[src/rtl/tx_fifo_pkg.sv]
package tx_fifo_pkg;
  parameter int unsigned THR_W      = 4;
  parameter int unsigned THR_STEP   = 4;
  parameter int unsigned THR_MARGIN = 3;
endpackage

[src/rtl/tx_fifo_store.sv]
module tx_fifo_store #(
  parameter int unsigned DEPTH  = 64,
  parameter int unsigned DATA_W = 8,
  localparam int unsigned AW    = $clog2(DEPTH)
) (
  input  logic              clk_i,
  input  logic              we_i,
  input  logic [AW-1:0]     waddr_i,
  input  logic [DATA_W-1:0] wdata_i,
  input  logic [AW-1:0]     raddr_i,
  output logic [DATA_W-1:0] rdata_o
);
  logic [DATA_W-1:0] mem_q [DEPTH];

  always_ff @(posedge clk_i) begin
    if (we_i) mem_q[waddr_i] <= wdata_i;
  end

  assign rdata_o = mem_q[raddr_i];
endmodule

[src/rtl/tx_fifo_ctrl.sv]
module tx_fifo_ctrl #(
  parameter int unsigned DEPTH  = 64,
  localparam int unsigned AW    = $clog2(DEPTH),
  localparam int unsigned CNT_W = $clog2(DEPTH + 1)
) (
  input  logic             clk_i,
  input  logic             rst_ni,
  input  logic             flush_i,
  input  logic             wr_en_i,
  input  logic             rd_en_i,
  output logic             mem_we_o,
  output logic [AW-1:0]    wr_ptr_o,
  output logic [AW-1:0]    rd_ptr_o,
  output logic [CNT_W-1:0] count_o,
  output logic             underflow_o,
  output logic             overflow_o
);
  localparam logic [CNT_W-1:0] FULL_CNT = CNT_W'(DEPTH);

  logic [AW-1:0]    wr_ptr_q, rd_ptr_q;
  logic [CNT_W-1:0] count_q;
  logic             uf_q, of_q;
  logic             empty, full, rd_ok, wr_ovf, wr_grow;

  assign empty   = (count_q == '0);
  assign full    = (count_q == FULL_CNT);
  assign rd_ok   = rd_en_i & ~empty;
  // write into a full queue with no pop: drop oldest entry
  assign wr_ovf  = wr_en_i & full & ~rd_ok;
  assign wr_grow = wr_en_i & ~wr_ovf;

  always_ff @(posedge clk_i or negedge rst_ni) begin
    if (!rst_ni) begin
      wr_ptr_q <= '0;
      rd_ptr_q <= '0;
      count_q  <= '0;
      uf_q     <= 1'b0;
      of_q     <= 1'b0;
    end else if (flush_i) begin
      wr_ptr_q <= '0;
      rd_ptr_q <= '0;
      count_q  <= '0;
      uf_q     <= 1'b0;
      of_q     <= 1'b0;
    end else begin
      if (wr_en_i)         wr_ptr_q <= wr_ptr_q + 1'b1;
      if (rd_ok || wr_ovf) rd_ptr_q <= rd_ptr_q + 1'b1;
      case ({wr_grow, rd_ok})
        2'b10:   count_q <= count_q + 1'b1;
        2'b01:   count_q <= count_q - 1'b1;
        default: count_q <= count_q;
      endcase
      if (rd_en_i && empty) uf_q <= 1'b1;
      if (wr_ovf)           of_q <= 1'b1;
    end
  end

  assign mem_we_o    = wr_en_i & ~flush_i;
  assign wr_ptr_o    = wr_ptr_q;
  assign rd_ptr_o    = rd_ptr_q;
  assign count_o     = count_q;
  assign underflow_o = uf_q;
  assign overflow_o  = of_q;
endmodule

[src/rtl/tx_fifo_thresh.sv]
module tx_fifo_thresh
  import tx_fifo_pkg::*;
#(
  parameter int unsigned DEPTH  = 64,
  localparam int unsigned CNT_W = $clog2(DEPTH + 1)
) (
  input  logic [THR_W-1:0] thr_code_i,
  input  logic [CNT_W-1:0] count_i,
  output logic             thr_flag_o
);
  localparam logic [CNT_W-1:0] TOP  = CNT_W'(DEPTH - THR_MARGIN);
  localparam logic [CNT_W-1:0] STEP = CNT_W'(THR_STEP);

  logic [CNT_W-1:0] level;

  always_comb begin
    level      = TOP - STEP * CNT_W'(thr_code_i);
    thr_flag_o = (count_i >= level);
  end
endmodule

[src/rtl/tx_fifo.sv]
module tx_fifo
  import tx_fifo_pkg::*;
#(
  parameter int unsigned DEPTH  = 64,
  parameter int unsigned DATA_W = 8,
  localparam int unsigned AW    = $clog2(DEPTH),
  localparam int unsigned CNT_W = $clog2(DEPTH + 1)
) (
  input  logic              clk_i,
  input  logic              rst_ni,
  input  logic              flush_i,
  input  logic              wr_en_i,
  input  logic [DATA_W-1:0] wr_data_i,
  input  logic              rd_en_i,
  output logic [DATA_W-1:0] rd_data_o,
  input  logic [THR_W-1:0]  thr_code_i,
  output logic [CNT_W-1:0]  count_o,
  output logic              thr_flag_o,
  output logic              underflow_o,
  output logic              overflow_o
);
  logic          mem_we;
  logic [AW-1:0] wr_ptr, rd_ptr;

  tx_fifo_ctrl #(.DEPTH(DEPTH)) u_ctrl (
    .clk_i       (clk_i),
    .rst_ni      (rst_ni),
    .flush_i     (flush_i),
    .wr_en_i     (wr_en_i),
    .rd_en_i     (rd_en_i),
    .mem_we_o    (mem_we),
    .wr_ptr_o    (wr_ptr),
    .rd_ptr_o    (rd_ptr),
    .count_o     (count_o),
    .underflow_o (underflow_o),
    .overflow_o  (overflow_o)
  );

  tx_fifo_store #(.DEPTH(DEPTH), .DATA_W(DATA_W)) u_store (
    .clk_i   (clk_i),
    .we_i    (mem_we),
    .waddr_i (wr_ptr),
    .wdata_i (wr_data_i),
    .raddr_i (rd_ptr),
    .rdata_o (rd_data_o)
  );

  tx_fifo_thresh #(.DEPTH(DEPTH)) u_thresh (
    .thr_code_i (thr_code_i),
    .count_i    (count_o),
    .thr_flag_o (thr_flag_o)
  );
endmodule

[config.mk]
export PLATFORM = sky130hd
export DESIGN_NAME = tx_fifo
export DESIGN_NICKNAME = d
export VERILOG_FILES = /design/src/rtl/tx_fifo_pkg.sv /design/src/rtl/tx_fifo_store.sv /design/src/rtl/tx_fifo_ctrl.sv /design/src/rtl/tx_fifo_thresh.sv /design/src/rtl/tx_fifo.sv
export SDC_FILE = /design/constraint.sdc
export NUM_CORES = 1
export LEC_CHECK = 0
export ABC_AREA = 0
export ABC_CLOCK_PERIOD_IN_PS = 2900
export CAP_MARGIN = 15
export CORE_MARGIN = 10
export CORE_UTILIZATION = 55
export CTS_BUF_LIST = sky130_fd_sc_hd__clkbuf_8 sky130_fd_sc_hd__clkbuf_16
export DETAILED_ROUTE_END_ITERATION = 6
export DONT_BUFFER_PORTS = 1
export PLACE_DENSITY = 0.73
export SETUP_SLACK_MARGIN = 0.02
export SYNTH_ARGS = -nofsm -noshare
export SYNTH_HDL_FRONTEND = slang
export SYNTH_HIERARCHICAL = 1
export SYNTH_SLANG_ARGS = --single-unit
[constraint.sdc]
create_clock -name clk_i -period 2.9 [get_ports clk_i]
set_input_delay 0.58 -clock clk_i [delete_from_list [all_inputs] [get_ports clk_i]]
set_output_delay 0.58 -clock clk_i [all_outputs]
set_load 0.01 [all_outputs]
* Yosys cells after proc, flatten, opt, wreduce, memory -nomap -nowiden
Memory sizes are Yosys's and may differ from the RTL's. Index checks and enable logic that the tools add are counted.
Word-level totals: bits of input ports 17, flip-flop bits (word level) 21, RAM bits 512, word-level logic and storage cells 44, output and inout port bits 18, memories 1
Memory list:
- u_store.mem_q | words 64, bits a word 8, read ports 1, clocked after memory_dff 0, wr ports 1, line tx_fifo_store.sv:13 | logic [DATA_W-1:0] mem_q [DEPTH];
Operators by class: order comparisons 1, muxes and demuxes 12, equality and inequality tests 3, add/sub/neg operators 5, bitwise gates (word level) 9, reductions and logical operators 8
Operators by type and width (number):
- two-way mux 6 bit | 4
- one-hot mux 7 bit (2 select lines) | 1
- adder 6 x 1 -> 6 bit, second input constant | 2
- nonzero test 2 bit | 4
- adder 7 x 1 -> 7 bit, second input constant | 1
- equality test 7 bit, second input constant | 1
- >= comparator 7 bit | 1
- zero test 7 bit | 1
- two-way mux 7 bit | 1
- subtractor 6 x 6 -> 7 bit, first input constant | 1
- subtractor 7 x 1 -> 7 bit, second input constant | 1
- two-way mux 1 bit | 6
- AND 1 bit | 5
- inverter 1 bit | 4
- nonzero test 3 bit | 1
- equality test 2 x 1 -> 1 bit, second input constant | 1
- equality test 2 bit, second input constant | 1
- logical AND 1 bit | 1
- logical OR 1 bit | 1

* Depth between registers and ports, before layout
Gate-level depths: netlist of the first run.
depth after elaboration 10, mapped depth 9, depth with buffers taken out 9

* Modules after synthesis
The synthesis of the first run kept the hierarchy.
By module, submodules not included:
- tx_fifo_store | area each 20006.7 µm², cells each 932, instances 1, sequential area each 15374.7 µm²
- tx_fifo_ctrl | area each 1241.2 µm², cells each 123, instances 1, sequential area each 525.5 µm²
- tx_fifo_thresh | area each 90.1 µm², cells each 9, instances 1, sequential area each 0.0 µm²

* Least setup slack after synthesis of the first run
No wires, ideal clock.
kind reg2reg, from reg u_ctrl.count_q[1] (netlist: u_ctrl/count_o[1]), to reg u_ctrl.count_q[6] (netlist: u_ctrl/count_o[6]), library setup time 0.130 ns, period minus slack after synthesis 3.017 ns, stages on the path, launching flop included 10, slack -0.117 ns, data arrival time 2.887 ns, required time 2.770 ns, buffers on the path 0, cells stage by stage dfrtp_1 > or4_4 > nor4_4 > nor2b_1 > fa_1 > a21o_1 > o21ba_2 > o22ai_1 > mux2i_1 > o211ai_2
Between the ends: cells in the longest elaborated chain, start to end 10, elaborated cells between the ends (all ways) 16, classes of those cells 2 x add/sub; 3 x eq/ne; 2 x mux; 7 x bitwise; 2 x reduce/logical
RTL lines:
- start: declaration | line tx_fifo_ctrl.sv:21 | logic [CNT_W-1:0] count_q;
- start signal: assignment | line tx_fifo_ctrl.sv:49 | 2'b10: count_q <= count_q + 1'b1;
- start signal: assignment | line tx_fifo_ctrl.sv:50 | 2'b01: count_q <= count_q - 1'b1;
- start signal: assignment | line tx_fifo_ctrl.sv:51 | default: count_q <= count_q;
- zero test 7 bit | line tx_fifo_ctrl.sv:25 | assign empty = (count_q == '0);
- inverter 1 bit | line tx_fifo_ctrl.sv:27 | assign rd_ok = rd_en_i & ~empty;
- AND 1 bit | line tx_fifo_ctrl.sv:27
- inverter 1 bit | line tx_fifo_ctrl.sv:29 | assign wr_ovf = wr_en_i & full & ~rd_ok;
- AND 1 bit | line tx_fifo_ctrl.sv:29
- inverter 1 bit | line tx_fifo_ctrl.sv:30 | assign wr_grow = wr_en_i & ~wr_ovf;
- AND 1 bit | line tx_fifo_ctrl.sv:30
- equality test 2 x 1 -> 1 bit / equality test 2 bit (equally long branches) | line tx_fifo_ctrl.sv:48 | case ({wr_grow, rd_ok})
- one-hot mux 7 bit (2 select lines) | line tx_fifo_ctrl.sv:48
- two-way mux 7 bit | line tx_fifo_ctrl.sv:39 | end else if (flush_i) begin
Parallel ways exist; a longest one is shown, timed or not. A chain may end at the register's enable or synchronous reset.

* Worst setup path in the final report of the first run
from reg u_ctrl.rd_ptr_q[0] (netlist: u_ctrl/rd_ptr_o[0]), to out rd_data_o[6]
Between the ends: cells in the longest elaborated chain, start to end 1
RTL lines:
- start: declaration | line tx_fifo_ctrl.sv:20 | logic [AW-1:0] wr_ptr_q, rd_ptr_q;
- start signal: assignment | line tx_fifo_ctrl.sv:47 | if (rd_ok || wr_ovf) rd_ptr_q <= rd_ptr_q + 1'b1;
- memory read (64 x 8 bit)
- end: declaration | line tx_fifo.sv:15 | output logic [DATA_W-1:0] rd_data_o,
No other way between the ends.

==> results of run 1 <==
-- layout make-up --
class,count,area [sq um],share of cell area
well taps,518,648,0.0257
repair buffers,157,1560,0.0618
clock buffers,52,1280,0.0507
flip-flops and latches,533,15900,0.631
multi-input cells,476,5490,0.218
clock inverters,37,313,0.0124
-- stage by stage --
stage | setup slack [ns] | TNS (ns) | hold slack (ns) | std cells
after floorplan | 0.0230 | 0 | 0.284 | 1064
after global placement | 0.00538 | 0 | 0.286 | 1657
after detailed placement | -0.0700 | -0.0789 | 0.285 | 1657
after CTS | -0.486 | -3.54 | 0.0449 | 1764
after global routing | -0.554 | -3.99 | 0.0557 | 1773
final | -0.520 | -3.60 | 0.0644 | 1773
-- worst min path at each step --
| stage | startpoint | endpoint | slack [ns] | cells past startpoint |
|---|---|---|---|---|
| after floorplan | rst_ni | u_ctrl/count_o[0] | 0.28 | 0 |
| after CTS | flush_i | u_ctrl/wr_ptr_o[5] | 0.04 | 1 |
| final | flush_i | u_ctrl/underflow_o | 0.06 | 1 |
| after global placement | rst_ni | u_ctrl/underflow_o | 0.29 | 0 |
| after global routing | flush_i | u_ctrl/wr_ptr_o[3] | 0.06 | 1 |
| after detailed placement | rst_ni | u_ctrl/overflow_o | 0.29 | 0 |
-- timing repair --
action	4_1_cts	5_1_grt
setup buffers	13	7
pin swaps	11	9
hold buffers	1	0
cloned	4	1
setup endpoints to repair	8	10
hold endpoints to repair	21	0
gates resized for setup	60	24
-- flip-flops by register name, summed over array words and instances, names as in the netlist --
| name | count |
|---|---|
| u_ctrl/count_o | 7 |
| u_ctrl/overflow_o | 1 |
| u_ctrl/rd_ptr_o | 6 |
| u_ctrl/underflow_o | 1 |
| u_ctrl/wr_ptr_o | 6 |
| u_store/mem_q | 512 |
-- per-layer routing --
| layer | part of all wire | up-vias | wire [microns] | track usage |
|---|---|---|---|---|
| met1 | 0.39 | 5838 | 19200 | 0.293 |
| met3 | 0.094 | 85 | 4660 | 0.0359 |
| met5 | 0 | - | 0 | 0 |
| li1 | - | 4695 | - | - |
| met4 | 0.025 | 0 | 1250 | 0.0606 |
| met2 | 0.49 | 664 | 24400 | 0.335 |
-- layout by cell type (no fill, tap or decap), types with 7 or more instances in the layout --
master	instances
nor2_1	93
clkinv_2	9
ha_1	9
nor2b_1	17
clkinv_1	7
clkbuf_16	51
edfxtp_1	512
nand2_1	27
dfrtp_1	15
buf_12	16
inv_1	11
buf_4	126
mux4_2	126
nand2b_1	8
mux2i_1	21
nand3_1	14
mux2_2	11
o221ai_1	8
xnor2_1	8
-- power by group --
group	internal (mW)	switching [mW]	leakage [nW]	total (mW)
Combinational	2.62	2.21	2.37	4.84
Sequential	8.51	0.127	4.88	8.64
Clock	3.63	2.73	0.826	6.35
Total	14.8	5.07	8.08	19.8
-- cells by family after synthesis --
| family | count (synthesis) |
|---|---|
| AOI/OAI and AO/OA | 82 |
| adders and majority gates | 12 |
| and+or+nand+nor | 203 |
| buffers and inverters | 55 |
| xor gates and xnor gates | 14 |
| DFF | 533 |
| muxes | 165 |
==> results by group, run 1 <==
Run status
  – Outcome: finished, violations left
  – Violated checks: setup timing

Synth
  – Synth area leader: edfxtp_1
  – Primary FF master, synth: edfxtp_1
  – XOR/XNOR Fraction of Synth Area: 0.00575
  – Compound-cell area share of the yosys netlist: 0.0295
  – Post-Syn Nets: approximately 1.1k
  – Mapped Area: ~21000 sq um
  – Top-count cell post-synth: edfxtp_1
  – Ys Warns: 6
  – Synth Area per Inst: approximately 20 sq um
  – Top post-synthesis cells by count: edfxtp_1 (512), mux4_2 (126), nor2_1 (98), nand2_1 (30), mux2i_1 (25)
  – EDFF count, synth: around 500
  – Post-synthesis adder-cell area fraction: 0.00739
  – FF+latch count, synth: ~530
  – Mux contribution to synthesized area: 0.152
  – Sequential element share of the synthesized area: 0.745
  – Post-Synth Simple-Gate Area: 0.0445
  – Largest cells by area after synthesis: edfxtp_1 (72%), mux4_2 (13%), dfrtp_1 (2.5%)
  – Unique masters post-synth: 57
  – Asr flop ratio synth: 0.0394
  – Post-synthesis cell count: around 1.1k
  – Largest family of logic cells by synthesized area: multiplexers
  – Synth top area share: 0.721

Power
  – Pleak: 8.08 nW
  – Total power: roughly 20 mW
  – Pwr/cell area: between 700 and 800 nW/um^2
  – Maximum VDD drop: 0.703 mV

Critical path
  – Crit. path cell count: 7
  – Top cell by count, worst path: buf_12
  – Worst R2R End: u_ctrl/count_o[6]
  – CP Capture Type: output port
  – CP peak stage delay: 0.54 ns
  – Worst Reg-to-Reg Cells: 9
  – Crit path capture: rd_data_o[6]
  – Crit-path cells: buf_12 > buf_12 > buf_16 > buf_4 > mux4_2 > nor2_1 > o32ai_4
  – WS Path Type: flip-flop to output port
  – Req. time, crit path: approximately 2.3 ns
  – Worst Path Arrival: approximately 2.8 ns
  – Crit Path Max Fanout: 6
  – R2r startpoint: u_ctrl/count_o[0]
  – Buf/Inv on CP: 4
  – Crit. Startpoint: u_ctrl/rd_ptr_o[0]
  – Critical Path Source Type: flip-flop
  – Worst path top cell family by delay: buffers and inverters
  – Critical path's slowest cell: dfrtp_4
  – Worst R2R Setup Slack: ~0.050 ns

Route
  – Total Routed Length: 49500 microns
  – Vias/cell: approximately 6.4
  – Detail Route Antenna Nets: 0
  – Routed wire per std cell: between 20 and 30 microns
  – # DRC: 0
  – Routed vias: 11.3k
  – DRT iter0 DRCs: between 1k and 1.5k
  – DRT Pass-1 Iters: 5

Timing
  – Fin crit share: 1.18
  – Rel. slew slack: 0.556
  – Max Transition Viols Final: 0
  – Final critical-path required period: 3.42 ns
  – Setup violators final: 8
  – Max Freq: roughly 290 MHz
  – Worst slew pin tran: between 0.6 and 0.7 ns
  – Fin. Hold Viols: 0
  – Final Worst Setup Slack: -0.520 ns
  – RSZ-0062 raised after global routing: yes
  – Worst clock skew: just over 0.02 ns

Cells and area
  – Post-layout instance area: about 25000 sq um
  – Final #Nets: roughly 1.2k
  – Layout Utilization: 0.655
  – # fillers: around 2.4k
  – Diode count: 0
  – Layout area overhead: 18.1%
  – Share of cells above drive strength 1: 0.339

Placed design
  – Post-DP HPWL: 29200 microns
  – Routability cong.: 0.915
  – Placement Cell Area: between 20000 and 25000 sq um
  – I/O Buffers: 0

Die
  – Core region area: ~38000 sq um
  – Vert. Die Dim: ~220 microns
  – Die width: around 220 microns
  – Starting Density: 0.555
  – FP Rows: just over 70
  – Die ar.: approximately 47000 sq um
  – I/O pins: 35

Clock network
  – CTS root buffer: clkbuf_16
  – Clk buf depth: 3
  – CTS tree: done
  – Reg clk slew, reported paths: roughly 0.060 ns
  – CTS sink cnt: 533
  – TritonCTS Buffers: 50
  – Worst skew pair latency: roughly 0.58 ns
  – H-tree levels: 2

Global route
  – Largest net degree at the start of global routing: between 60 and 70
  – Antenna violations before repair: 0
  – Total track usage: 0.209
  – First-pass GRT wire length: between 70000 and 80000 microns
  – Gr ovfl total: 0
  – Vias in the first global route: roughly 11k

Flow run
  – Max-cap viol count: 0

Min path
  – Worst hold path type: input pin to flip-flop
Note: power is estimated with default switching activity, not from simulation.
==> run 2, diff against run 1 <==
==> constraint.sdc (replaced) <==
create_clock -name clk_i -period 2.9 [get_ports clk_i]
set_input_delay 0.29 -clock clk_i [delete_from_list [all_inputs] [get_ports clk_i]]
set_output_delay 0.29 -clock clk_i [all_outputs]
set_load 0.01 [all_outputs]
==> run 2 against run 1 <==
  * The run still ends with setup timing left
  * Total power rose by 2.4%
  * Worst setup slack improved by 0.26 ns
  * Clock skew rose by 0.0064 ns
  * Critical path depth rose by 1
  * Fmax rose by 8.1%
  * Worst hold slack got worse by 0.032 ns
  * Sequential cell count did not move
  * Sequential power barely moved
  * Via count rose by 0.38%
  * Non-clock buffer count rose by 5
  * Utilization rose by 0.51 points
  * Cell area rose by 0.78%
  * Critical endpoint is now rd_data_o[2]
  * Largest cell class unchanged
  * Highest routed layer unchanged
==> results by group, run 2 (synthesis results as in run 1) <==
Placed design
  – Post-DP HPWL: 29400 microns
  – Routability cong.: 0.820
  – I/O Buffers: 0
  – Placement Cell Area: 22700 sq um

Clock network
  – CTS sink cnt: between 500 and 600
  – Clk buf depth: 3
  – CTS tree: done
  – Reg clk slew, reported paths: about 0.060 ns
  – CTS root buffer: clkbuf_16
  – TritonCTS Buffers: 51
  – H-tree levels: 2
  – Worst skew pair latency: between 0.5 and 0.6 ns

Run status
  – Outcome: finished, violations left
  – Violated checks: setup timing

Min path
  – Worst hold path type: input pin to flip-flop
  – Worst Hold Depth: 3
  – Worst Hold Path EP: u_ctrl/wr_ptr_o[3]
  – Min-delay src: wr_en_i

Cells and area
  – Diode count: 0
  – Commonest non-fill, non-tap cell in the layout: edfxtp_1
  – Most flops, register: u_store/mem_q
  – Number of flip-flops in the largest register: just over 500
  – Multi-input logic area: 5360 sq um
  – Share of cells above drive strength 1: 0.337
  – # fillers: approximately 2.4k
  – Post-layout instance area: between 20000 and 30000 sq um
  – Final #Nets: about 1.3k
  – Layout area overhead: 19.0%
  – Sequential cell area: between 15000 and 20000 sq um
  – Most frequent cells in the layout: edfxtp_1 (512), mux4_2 (126), buf_4 (120)

Route
  – Routed vias: approximately 11k
  – DRT iter0 DRCs: 1326
  – DRT Pass-1 Iters: 5
  – # DRC: 0
  – Total Routed Length: 51700 microns
  – Vias/cell: 6.35
  – Detail Route Antenna Nets: 0
  – Routed wire per std cell: 29.0 microns

Global route
  – Largest net degree at the start of global routing: 65
  – Gr ovfl total: 0
  – Total track usage: 0.219
  – First-pass GRT wire length: 76400 microns
  – Vias in the first global route: 11.5k
  – Antenna violations before repair: 0

Critical path
  – WS Path Type: flip-flop to output port
  – R2r startpoint: u_ctrl/count_o[0]
  – Worst Reg-to-Reg Cells: 9
  – Critical Path Source Type: flip-flop
  – Worst Path Arrival: approximately 2.9 ns
  – Req. time, crit path: ~2.6 ns
  – CP Capture Type: output port
  – Worst R2R Setup Slack: 0.16 ns
  – Worst R2R End: u_ctrl/count_o[6]
  – Crit Path Max Fanout: 6

Timing
  – Max Freq: about 320 MHz
  – Worst slew pin tran: roughly 1 ns
  – Final critical-path required period: ~3.2 ns
  – Final Worst Setup Slack: -0.263 ns
  – Worst clock skew: 0.0266 ns
  – Rel. slew slack: 0.344
  – Fin. Hold Viols: 0
  – RSZ-0062 raised after global routing: yes
  – Setup violators final: 8
  – Fin crit share: 1.09
  – Setup TNS: -1.76 ns
  – Max Transition Viols Final: 0

Die
  – FP Rows: around 70
  – Die width: between 200 and 250 microns
  – Vert. Die Dim: between 200 and 250 microns
  – Die ar.: 47100 sq um
  – I/O pins: 35
  – Core region area: roughly 38000 sq um
  – Starting Density: 0.555

Power
  – Maximum VDD drop: just over 0.9 mV
  – Total power: just over 20 mW
  – Pwr/cell area: roughly 800 nW/um^2
  – Pleak: approximately 8 nW

Flow run
  – Max-cap viol count: 0
==> run 2: changes by cell type in the layout (fill, tap and decap cells not counted), sizes merged, moves of 2 or more <==
| cell | change |
|---|---|
| inv | +3 |
| clkinvlp | +2 |
| buf | -3 |
| dlygate4sd3 | +5 |
| bufbuf | +3 |
==> run 2: repair_timing <==
| action | in CTS | in global routing |
|---|---|---|
| gates resized for setup | 43 | 16 |
| setup endpoints to repair | 8 | 10 |
| gates cloned | 4 | 1 |
| hold endpoints to repair | 554 | 3 |
| pin swaps | 5 | 6 |
| hold buffers | 13 | 1 |
| buffers inserted | 18 | 7 |
==> run 2: worst max path at each step <==
| stage | start | to | slack [ns] | cells past startpoint |
|---|---|---|---|---|
| floorplan | u_ctrl/count_o[1] | u_ctrl/count_o[6] | 0.02 | 9 |
| global route | u_ctrl/rd_ptr_o[0] | rd_data_o[2] | -0.33 | 8 |
| CTS | u_ctrl/rd_ptr_o[0] | rd_data_o[0] | -0.31 | 8 |
| global placement | u_ctrl/count_o[1] | u_ctrl/count_o[5] | 0.18 | 9 |
| detailed placement | u_ctrl/count_o[1] | u_ctrl/count_o[6] | 0.10 | 9 |
| finish | u_ctrl/rd_ptr_o[0] | rd_data_o[2] | -0.26 | 8 |
==> run 2: critical path, cell delays in order, from the launching register on <==
cell and delay, ns:
dfrtp_4 0.51, buf_12 0.16, buf_12 0.14, buf_8 0.13
mux4_2 0.42, mux4_2 0.53, nor2_4 0.14, nor3_2 0.05
o2bb2ai_2 0.20
==> run 2: through the flow <==
stage                util  hold slack [ns]  instances  setup slack (ns)
floorplan               -         -0.00559       1064            0.0230
detailed placement  0.590         -0.00440       1644             0.105
finish              0.660           0.0327       1784            -0.263
global route        0.660           0.0589       1784            -0.333
global placement    0.590         -0.00424       1644             0.182
CTS                 0.655          0.00543       1774            -0.311
==> run 2: layer usage <==
layer / routed length, microns / vias to the layer above / GRT usage
li1: - / 4722 / -
met1: 19600 / 5883 / 0.295
met2: 25300 / 616 / 0.353
met3: 5080 / 104 / 0.0480
met4: 1650 / 0 / 0.0694
met5: 0 / - / 0
==> run 2: where the power goes <==
group          total (mW)  internal (mW)  switching (mW)
combinational        5.06           2.70            2.36
clock                6.63           3.83            2.81
sequential           8.61           8.51          0.0916
==> run 2: layout make-up <==
class / count / area share
sequential: 533 / 0.627
multi-input combinational: 476 / 0.211
timing repair buffer: 162 / 0.0703
clock buffer: 53 / 0.0518
tap: 518 / 0.0255
clock inverter: 42 / 0.0145
